===== src/rtl/wdog_pkg.sv =====
package wdog_pkg;
  localparam int unsigned ADDR_W = 3;
  localparam int unsigned DATA_W = 32;

  localparam logic [ADDR_W-1:0] OFS_RELOAD = 3'd0;
  localparam logic [ADDR_W-1:0] OFS_COUNT  = 3'd1;
  localparam logic [ADDR_W-1:0] OFS_CTRL   = 3'd2;
  localparam logic [ADDR_W-1:0] OFS_CLEAR  = 3'd3;
  localparam logic [ADDR_W-1:0] OFS_PEND   = 3'd4;
  localparam logic [ADDR_W-1:0] OFS_LOCK   = 3'd5;

  localparam logic [DATA_W-1:0] UNLOCK_KEY = 32'h1ACC_E551;

  typedef struct packed {
    logic rst_en;
    logic run_en;
  } ctrl_t;
endpackage


===== src/rtl/wdog_regfile.sv =====
module wdog_regfile
  import wdog_pkg::*;
#(
  parameter logic [DATA_W-1:0] RELOAD_INIT = '1
) (
  input  logic              clk_i,
  input  logic              rst_ni,
  input  logic              we_i,
  input  logic [ADDR_W-1:0] addr_i,
  input  logic [DATA_W-1:0] wdata_i,
  output logic              locked_o,
  output logic [DATA_W-1:0] reload_o,
  output ctrl_t             ctrl_o,
  output logic              reload_wr_o,
  output logic              clear_wr_o
);
  logic wr_open;

  assign wr_open     = we_i && !locked_o;
  assign reload_wr_o = wr_open && (addr_i == OFS_RELOAD);
  assign clear_wr_o  = wr_open && (addr_i == OFS_CLEAR);

  always_ff @(posedge clk_i or negedge rst_ni) begin
    if (!rst_ni) begin
      locked_o <= 1'b1;
    end else if (we_i && addr_i == OFS_LOCK) begin
      locked_o <= (wdata_i != UNLOCK_KEY);
    end
  end

  always_ff @(posedge clk_i or negedge rst_ni) begin
    if (!rst_ni) begin
      reload_o <= RELOAD_INIT;
    end else if (reload_wr_o) begin
      reload_o <= wdata_i;
    end
  end

  always_ff @(posedge clk_i or negedge rst_ni) begin
    if (!rst_ni) begin
      ctrl_o <= '0;
    end else if (wr_open && addr_i == OFS_CTRL) begin
      ctrl_o <= ctrl_t'(wdata_i[1:0]);
    end
  end
endmodule


===== src/rtl/wdog_downcount.sv =====
module wdog_downcount #(
  parameter int unsigned         CNT_W       = 32,
  parameter logic [CNT_W-1:0]    RELOAD_INIT = '1
) (
  input  logic             clk_i,
  input  logic             rst_ni,
  input  logic             run_i,
  input  logic             restart_i,
  input  logic [CNT_W-1:0] restart_val_i,
  input  logic [CNT_W-1:0] reload_i,
  output logic [CNT_W-1:0] count_o,
  output logic             expire_o
);
  // restart has priority over both decrement and expiry
  assign expire_o = run_i && !restart_i && (count_o == '0);

  always_ff @(posedge clk_i or negedge rst_ni) begin
    if (!rst_ni) begin
      count_o <= RELOAD_INIT;
    end else if (restart_i) begin
      count_o <= restart_val_i;
    end else if (expire_o) begin
      count_o <= reload_i;
    end else if (run_i) begin
      count_o <= count_o - 1'b1;
    end
  end
endmodule


===== src/rtl/wdog_escalate.sv =====
module wdog_escalate (
  input  logic clk_i,
  input  logic rst_ni,
  input  logic expire_i,
  input  logic clear_i,
  input  logic rst_en_i,
  output logic pend_o,
  output logic rst_req_o,
  output logic rst_seen_o
);
  logic second_hit;

  assign second_hit = expire_i && pend_o && rst_en_i;

  always_ff @(posedge clk_i or negedge rst_ni) begin
    if (!rst_ni) begin
      pend_o <= 1'b0;
    end else if (expire_i) begin
      pend_o <= 1'b1;
    end else if (clear_i) begin
      pend_o <= 1'b0;
    end
  end

  always_ff @(posedge clk_i or negedge rst_ni) begin
    if (!rst_ni) begin
      rst_req_o  <= 1'b0;
      rst_seen_o <= 1'b0;
    end else begin
      rst_req_o <= second_hit;
      if (second_hit) rst_seen_o <= 1'b1;
    end
  end
endmodule


===== src/rtl/wdog_two_stage.sv =====
module wdog_two_stage
  import wdog_pkg::*;
#(
  parameter logic [31:0] RELOAD_INIT = 32'hFFFF_FFFF
) (
  input  logic        clk_i,
  input  logic        rst_ni,
  input  logic        we_i,
  input  logic [2:0]  addr_i,
  input  logic [31:0] wdata_i,
  output logic [31:0] rdata_o,
  output logic        irq_o,
  output logic        rst_req_o,
  output logic        rst_seen_o
);
  logic              locked;
  logic [DATA_W-1:0] reload;
  ctrl_t             ctrl;
  logic              reload_wr;
  logic              clear_wr;
  logic [DATA_W-1:0] count;
  logic              expire;
  logic              pend;

  wdog_regfile #(.RELOAD_INIT(RELOAD_INIT)) u_regs (
    .clk_i       (clk_i),
    .rst_ni      (rst_ni),
    .we_i        (we_i),
    .addr_i      (addr_i),
    .wdata_i     (wdata_i),
    .locked_o    (locked),
    .reload_o    (reload),
    .ctrl_o      (ctrl),
    .reload_wr_o (reload_wr),
    .clear_wr_o  (clear_wr)
  );

  wdog_downcount #(.CNT_W(DATA_W), .RELOAD_INIT(RELOAD_INIT)) u_cnt (
    .clk_i         (clk_i),
    .rst_ni        (rst_ni),
    .run_i         (ctrl.run_en),
    .restart_i     (reload_wr),
    .restart_val_i (wdata_i),
    .reload_i      (reload),
    .count_o       (count),
    .expire_o      (expire)
  );

  wdog_escalate u_esc (
    .clk_i      (clk_i),
    .rst_ni     (rst_ni),
    .expire_i   (expire),
    .clear_i    (clear_wr),
    .rst_en_i   (ctrl.rst_en),
    .pend_o     (pend),
    .rst_req_o  (rst_req_o),
    .rst_seen_o (rst_seen_o)
  );

  assign irq_o = pend && ctrl.run_en;

  always_comb begin
    rdata_o = '0;
    unique case (addr_i)
      OFS_RELOAD: rdata_o = reload;
      OFS_COUNT:  rdata_o = count;
      OFS_CTRL:   rdata_o = {{(DATA_W-2){1'b0}}, ctrl};
      OFS_PEND:   rdata_o = {{(DATA_W-1){1'b0}}, pend};
      OFS_LOCK:   rdata_o = {{(DATA_W-1){1'b0}}, locked};
      default:    rdata_o = '0;
    endcase
  end
endmodule


===== config.mk =====
export PLATFORM = sky130hd
export DESIGN_NAME = wdog_two_stage
export DESIGN_NICKNAME = d
export VERILOG_FILES = /design/src/rtl/wdog_pkg.sv /design/src/rtl/wdog_regfile.sv /design/src/rtl/wdog_downcount.sv /design/src/rtl/wdog_escalate.sv /design/src/rtl/wdog_two_stage.sv
export SDC_FILE = /design/constraint.sdc
export NUM_CORES = 1
export LEC_CHECK = 0
export BUFFER_PORTS_ARGS = -buffer_cell sky130_fd_sc_hd__buf_2
export CELL_PAD_IN_SITES_DETAIL_PLACEMENT = 1
export CELL_PAD_IN_SITES_GLOBAL_PLACEMENT = 2
export CORE_ASPECT_RATIO = 0.7
export CORE_MARGIN = 2
export CORE_UTILIZATION = 40
export DETAILED_ROUTE_END_ITERATION = 10
export GPL_TIMING_DRIVEN = 1
export HOLD_SLACK_MARGIN = 0.02
export PLACE_DENSITY = 0.95
export SLEW_MARGIN = 10
export SYNTH_ARGS = -nofsm -noshare
export SYNTH_HDL_FRONTEND = slang
export SYNTH_HIERARCHICAL = 1
export SYNTH_SLANG_ARGS = --single-unit
export TNS_END_PERCENT = 20

===== constraint.sdc =====
create_clock -name clk_i -period 7.45 [get_ports clk_i]
set_input_delay 0.745 -clock clk_i [delete_from_list [all_inputs] [get_ports clk_i]]
set_output_delay 0.745 -clock clk_i [all_outputs]
set_load 0.02 [all_outputs]

Word-level counts from Yosys, hierarchy flattened:

Index checks and enable logic that the tools add are counted.

* output and inout bits: 35
* logic and storage cells: 37
* latch bits: 0
* bits in writable memories: 0
* input port bits: 38
* memories: 0
* bits in registers: 70
* bits in read-only memories: 0

* shift operators: 0
* muxes and demuxes: 6
* reduce and logical (&&, ||, !) cells: 16
* $mul: 0
* bitwise logic cells: 0
* $lt $le $gt $ge: 0
* divide/modulo/power cells: 0
* equality and inequality tests: 6
* add/sub/neg operators: 1

Operators by type and width (number)
* case mux 32 bit (5 select lines): 1
* 2-to-1 mux 32 bit: 3
* logical NOT 32 bit: 1
* inequality test 32 x 29 -> 1 bit (second input constant): 1
* subtractor 32 x 1 -> 32 bit (second input constant): 1
* logical AND 1 bit: 10
* == test 3 x 2 -> 1 bit (second input constant): 2
* == test 3 bit (second input constant): 2
* == test 3 x 1 -> 1 bit (second input constant): 1
* logical NOT 3 bit: 1
* nonzero test 3 bit: 1
* logical NOT 1 bit: 2
* 2-to-1 mux 1 bit: 2
* nonzero test 2 bit: 1

Depth between registers and ports, before layout:

* depth after elaboration: 8
* gate-level depth with buffers: 11

Cells and area by module:

The synthesis kept the hierarchy.

By module, submodules not included
* wdog_downcount: sequential area each 840.8 µm², times used 1, area each 2367.3 µm², cells each 277
* wdog_regfile: sequential area each 917.1 µm², times used 1, area each 1607.8 µm², cells each 90
* wdog_two_stage: sequential area each 0.0 µm², times used 1, area each 456.7 µm², cells each 50
* wdog_escalate: sequential area each 75.1 µm², times used 1, area each 105.1 µm², cells each 7

Worst setup path after synthesis:

No wires, ideal clock.

* kind: input port to flip-flop
* from: input port addr_i[2]
* to: register u_cnt.count_o[17]
* path slack: 4.656 ns
* stages on the path: 11
* arrival time: 2.698 ns
* path buffers: 4
* cells stage by stage: nor2_1 > and4bb_1 > buf_4 > buf_8 > clkbuf_1 > nor2b_1 > and4_1 > nand4_1 > clkbuf_1 > o31ai_1 > a31oi_1

* cells in the longest elaborated chain, start to end: 7

RTL lines
* start: declaration: RTL line wdog_two_stage.sv:9 `input logic [2:0] addr_i,`
* logical NOT 3 bit *: RTL line wdog_regfile.sv:20 `assign reload_wr_o = wr_open && (addr_i == OFS_RELOAD);`
* logical AND 1 bit *: RTL line wdog_regfile.sv:20
* named net reload_wr: RTL line wdog_two_stage.sv:19 `logic reload_wr;`
* logical NOT 1 bit: RTL line wdog_downcount.sv:15 `assign expire_o = run_i && !restart_i && (count_o == '0);`
* logical AND 1 bit (2 in a row): RTL line wdog_downcount.sv:15
* 2-to-1 mux 32 bit: RTL line wdog_downcount.sv:22 `end else if (expire_o) begin`
* 2-to-1 mux 32 bit: RTL line wdog_downcount.sv:20 `end else if (restart_i) begin`
* end signal: assignment: RTL line wdog_downcount.sv:21 `count_o <= restart_val_i;`
* end signal: assignment: RTL line wdog_downcount.sv:23 `count_o <= reload_i;`
* end signal: assignment: RTL line wdog_downcount.sv:25 `count_o <= count_o - 1'b1;`
* end: declaration: RTL line wdog_downcount.sv:11 `output logic [CNT_W-1:0] count_o,`

Mark *: on every way through the listed nets, which the timed path passes. The rest lies on a longest branch.
A chain may end at the register's enable or synchronous reset.

Worst setup path in the final report:

* from: input port addr_i[2]
* to: register u_cnt.count_o[29]

The elaborated chain is that of the path after synthesis.

==> results.yml <==
worst_setup_path:
  ws_path_type: "in2reg"
  critical_path.endpoint_type: "flip-flop"
  critical_path_peak_fanout: 41
  crit_required_ps: 7720
  crit_path_cell_trace: "buf_2, nor2_1, and4bb_4, buf_4, nand2b_1, nor4b_1, and2_1, nand4b_1, nand3_1"
  reg2reg_slack_ps: 4140
  worst-endpoint-arrival_ps: 3670
  worst_r2r_path_depth: 8
  critical_path.max_stage_delay_ps: 650
  timing.critical_path.from_type: "input port"
  critPathSlowestCell: "and4bb_4"
  reg2reg_from: "u_cnt/count_o[0]"
  crit-reg2reg-capture: "u_cnt/count_o[17]"
final_layout:
  count_of_antenna_diodes_in_the_layout: 0
  final_net_count: 523
  layout-area-overhead-vs-synth_pct: 14.7
  drive_above_1_share_pct: 41.3
  final_core_density_pct: 47.1
synthesis:
  ys_seq_elements: 70
  ys_seq_area_share_pct: 40.4
  synth_largest_type_area_fraction_pct: 37.6
  yosysTopAreaCell: "dfstp_2"
  synthTopCellsByCount: "65 x dfstp_2, 33 x a22o_1, 29 x mux2_4, 29 x o21ai_0, 21 x nor2_1"
  synthMostInstantiatedCell: "dfstp_2"
  syn-cell-area_um2: 4540
  ys_top_cells_by_area: "dfstp_2 38%, mux2_4 9.6%, a22o_1 6.4%, a22oi_1 3.3%, o21ai_0 3.2%"
  synth_nets: 463
  post_synth_inst_count: 424
  synth_enable_flop_cells: 0
  yosys_warnings: 6
  synthArstFlopShare_pct: 100
  netlist-cell-type-count: 60
  postSynthAreaPerCell_um2: 10.7
  synthFlopType: "dfstp_2"
clock_network:
  cts.hold.buffers_added: 0
  cts-htree-levels: 3
  cts_inserted_buffers: 9
  cts_root_buffer: "clkbuf_16"
  cts_num_sinks: 70
  post_cts.resized_instances: 0
  worst_setup_hold_path_clk_slew_ps: 60
  max-clock-path-buffers: 2
  cts_tree: "yes"
  clock_latency_ps: 340
  cts_setup_buffers: 0
detailed_routing:
  detailedRoute.firstPassIterationCount: 5
  post_drt_via_cell_ratio: 6.10
  avgRoutedWirePerCell_um: 21.9
  drt_iter0_drc: 242
  drc_errors: 0
  wirelength_um: 14100
  drt.antenna.violating_nets: 0
  num_vias: 3917
worst_hold_path:
  worst_hold_path_type: "reg2reg"
  min_delay_path_depth: 1
  worstHoldEndpoint: "u_esc/rst_seen_o"
  hold_start: "u_esc/rst_seen_o"
sta:
  max-slew-margin-rel_pct: 34.4
  fmax_ghz: 0.294
  skew_ps: 6.12
  rsz0062_at_grt: "no"
  timing.hold.ws_ps: 473
  slew_violations: 0
  layout_min_cycle_time_ps: 3400
  final_hold_viol_count: 0
  final.setup.tns_ps: 0
  min_period_over_period_pct: 45.7
  setup_viol: 0
  worst-slew-pin-transition_ps: 976
power:
  fin_total_pwr_mw: 1.79
  p_leak_nw: 2.11
  power-per-cell-area_nw_per_um2: 344
  max-vdd-ir-drop_v: 0.000140
grt:
  first_pass_grt_wire_length_um: 23000
  grt.met2_usage_pct: 36.9
  pin_count_of_the_biggest_net_entering_global_routing: 71
  grt_remaining_overflow: 0
  grt_use_met1_pct: 32.9
  grt_pass1_vias: 4114
  grt_use_total_pct: 23.8
  globalRoute.busiestLayer: "met2"
  initial_antenna_violation_count: 1
  gr-usage-met3_pct: 6.45
die:
  chip_height_um: 93.1
  initial_core_util_pct: 41.1
  dieWidth_um: 131
  die_area_um2: 12200
  core-area_um2: 11100
  io_pins: 73
  row_count: 32
placement:
  port_buffers: 72
  gpl.final_weighted_congestion: 0.903
  dpl.hpwl_um: 9540
outcome:
  status: "finished, final reports clean"
run:
  drv.max_cap_violation_count: 0
==> kinds of logic after synthesis <==
kind of cell | count (synthesis) | share of synthesized area (%)
xor+xnor | 20 | 3.86
buf+inv | 38 | 5.27
compound gates | 129 | 19.8
mux | 43 | 12.9
fa+ha+maj | 1 | 0.276
simple gates | 123 | 17.5
flops | 70 | 40.4
==> registers in the layout, summed over array words and instances (netlist names) <==
name and flops:
u_regs/locked_o 1, u_esc/rst_req_o 1, u_regs/ctrl_o 2, u_esc/rst_seen_o 1, u_regs/reload_o 32, u_esc/pend_o 1, u_cnt/count_o 32
==> through the flow <==
stage | area (µm²) | setup slack [ps] | std cells
floorplan | 4540 | 4660 | 424
global placement | 4930 | 3850 | 625
detailed placement | 4930 | 3730 | 625
CTS | 5190 | 3730 | 641
global route | 5200 | 3870 | 642
finish | 5200 | 4050 | 642
==> layout by cell type, fill, tap and decap left out, drive strengths merged, types with 10 or more instances in the layout <==
master,netlist,final
nor3,16,16
nor4,15,15
a22o,33,33
nor2,21,21
clkbuf,17,11
xor2,11,11
buf,14,80
mux2,37,37
dfstp,65,65
a22oi,20,20
nand2,10,10
o21ai,38,38
==> worst max-delay path, delay by kind of cell <==
family                 cells  cell delay (ps)
buffers and inverters      2              750
AND/OR/NAND/NOR            7             2110
==> worst max path at each step <==
| stage | startpoint | endpoint | slack [ps] | cells after the start |
|---|---|---|---|---|
| 2_1_floorplan | addr_i[2] | u_cnt/count_o[17] | 4660 | 11 |
| 3_3_place_gp | addr_i[2] | u_cnt/count_o[0] | 3850 | 8 |
| 3_5_place_dp | u_cnt/count_o[0] | u_cnt/count_o[0] | 3730 | 7 |
| 4_1_cts | u_cnt/count_o[0] | u_cnt/count_o[0] | 3730 | 7 |
| 5_1_grt | u_cnt/count_o[0] | u_cnt/count_o[17] | 3870 | 8 |
| 6_report | addr_i[2] | u_cnt/count_o[29] | 4050 | 9 |
==> area by class of cell <==
| class | count | area, µm² |
|---|---|---|
| inverter | 7 | 26.3 |
| tap | 153 | 191 |
| clock buffer | 11 | 233 |
| clock inverter | 5 | 27.5 |
| multi-input combinational | 316 | 2470 |
| timing repair buffer | 80 | 424 |
| sequential | 70 | 1830 |
| fill | 1248 | 5850 |
==> report_power, final <==
part / leakage [nW] / internal [mW] / switching (mW)
Combinational: 1.23 / 0.272 / 0.377
Clock: 0.129 / 0.223 / 0.162
Sequential: 0.746 / 0.590 / 0.167
==> per-layer routing <==
metal  vias to the layer above  routed length (µm)
met3                        20                 802
li1                       1762                   -
met1                      2007                6760
met2                       126                6360
met4                         2                 158
met5                         -                  10
Power figures use the tool's default switching activity.
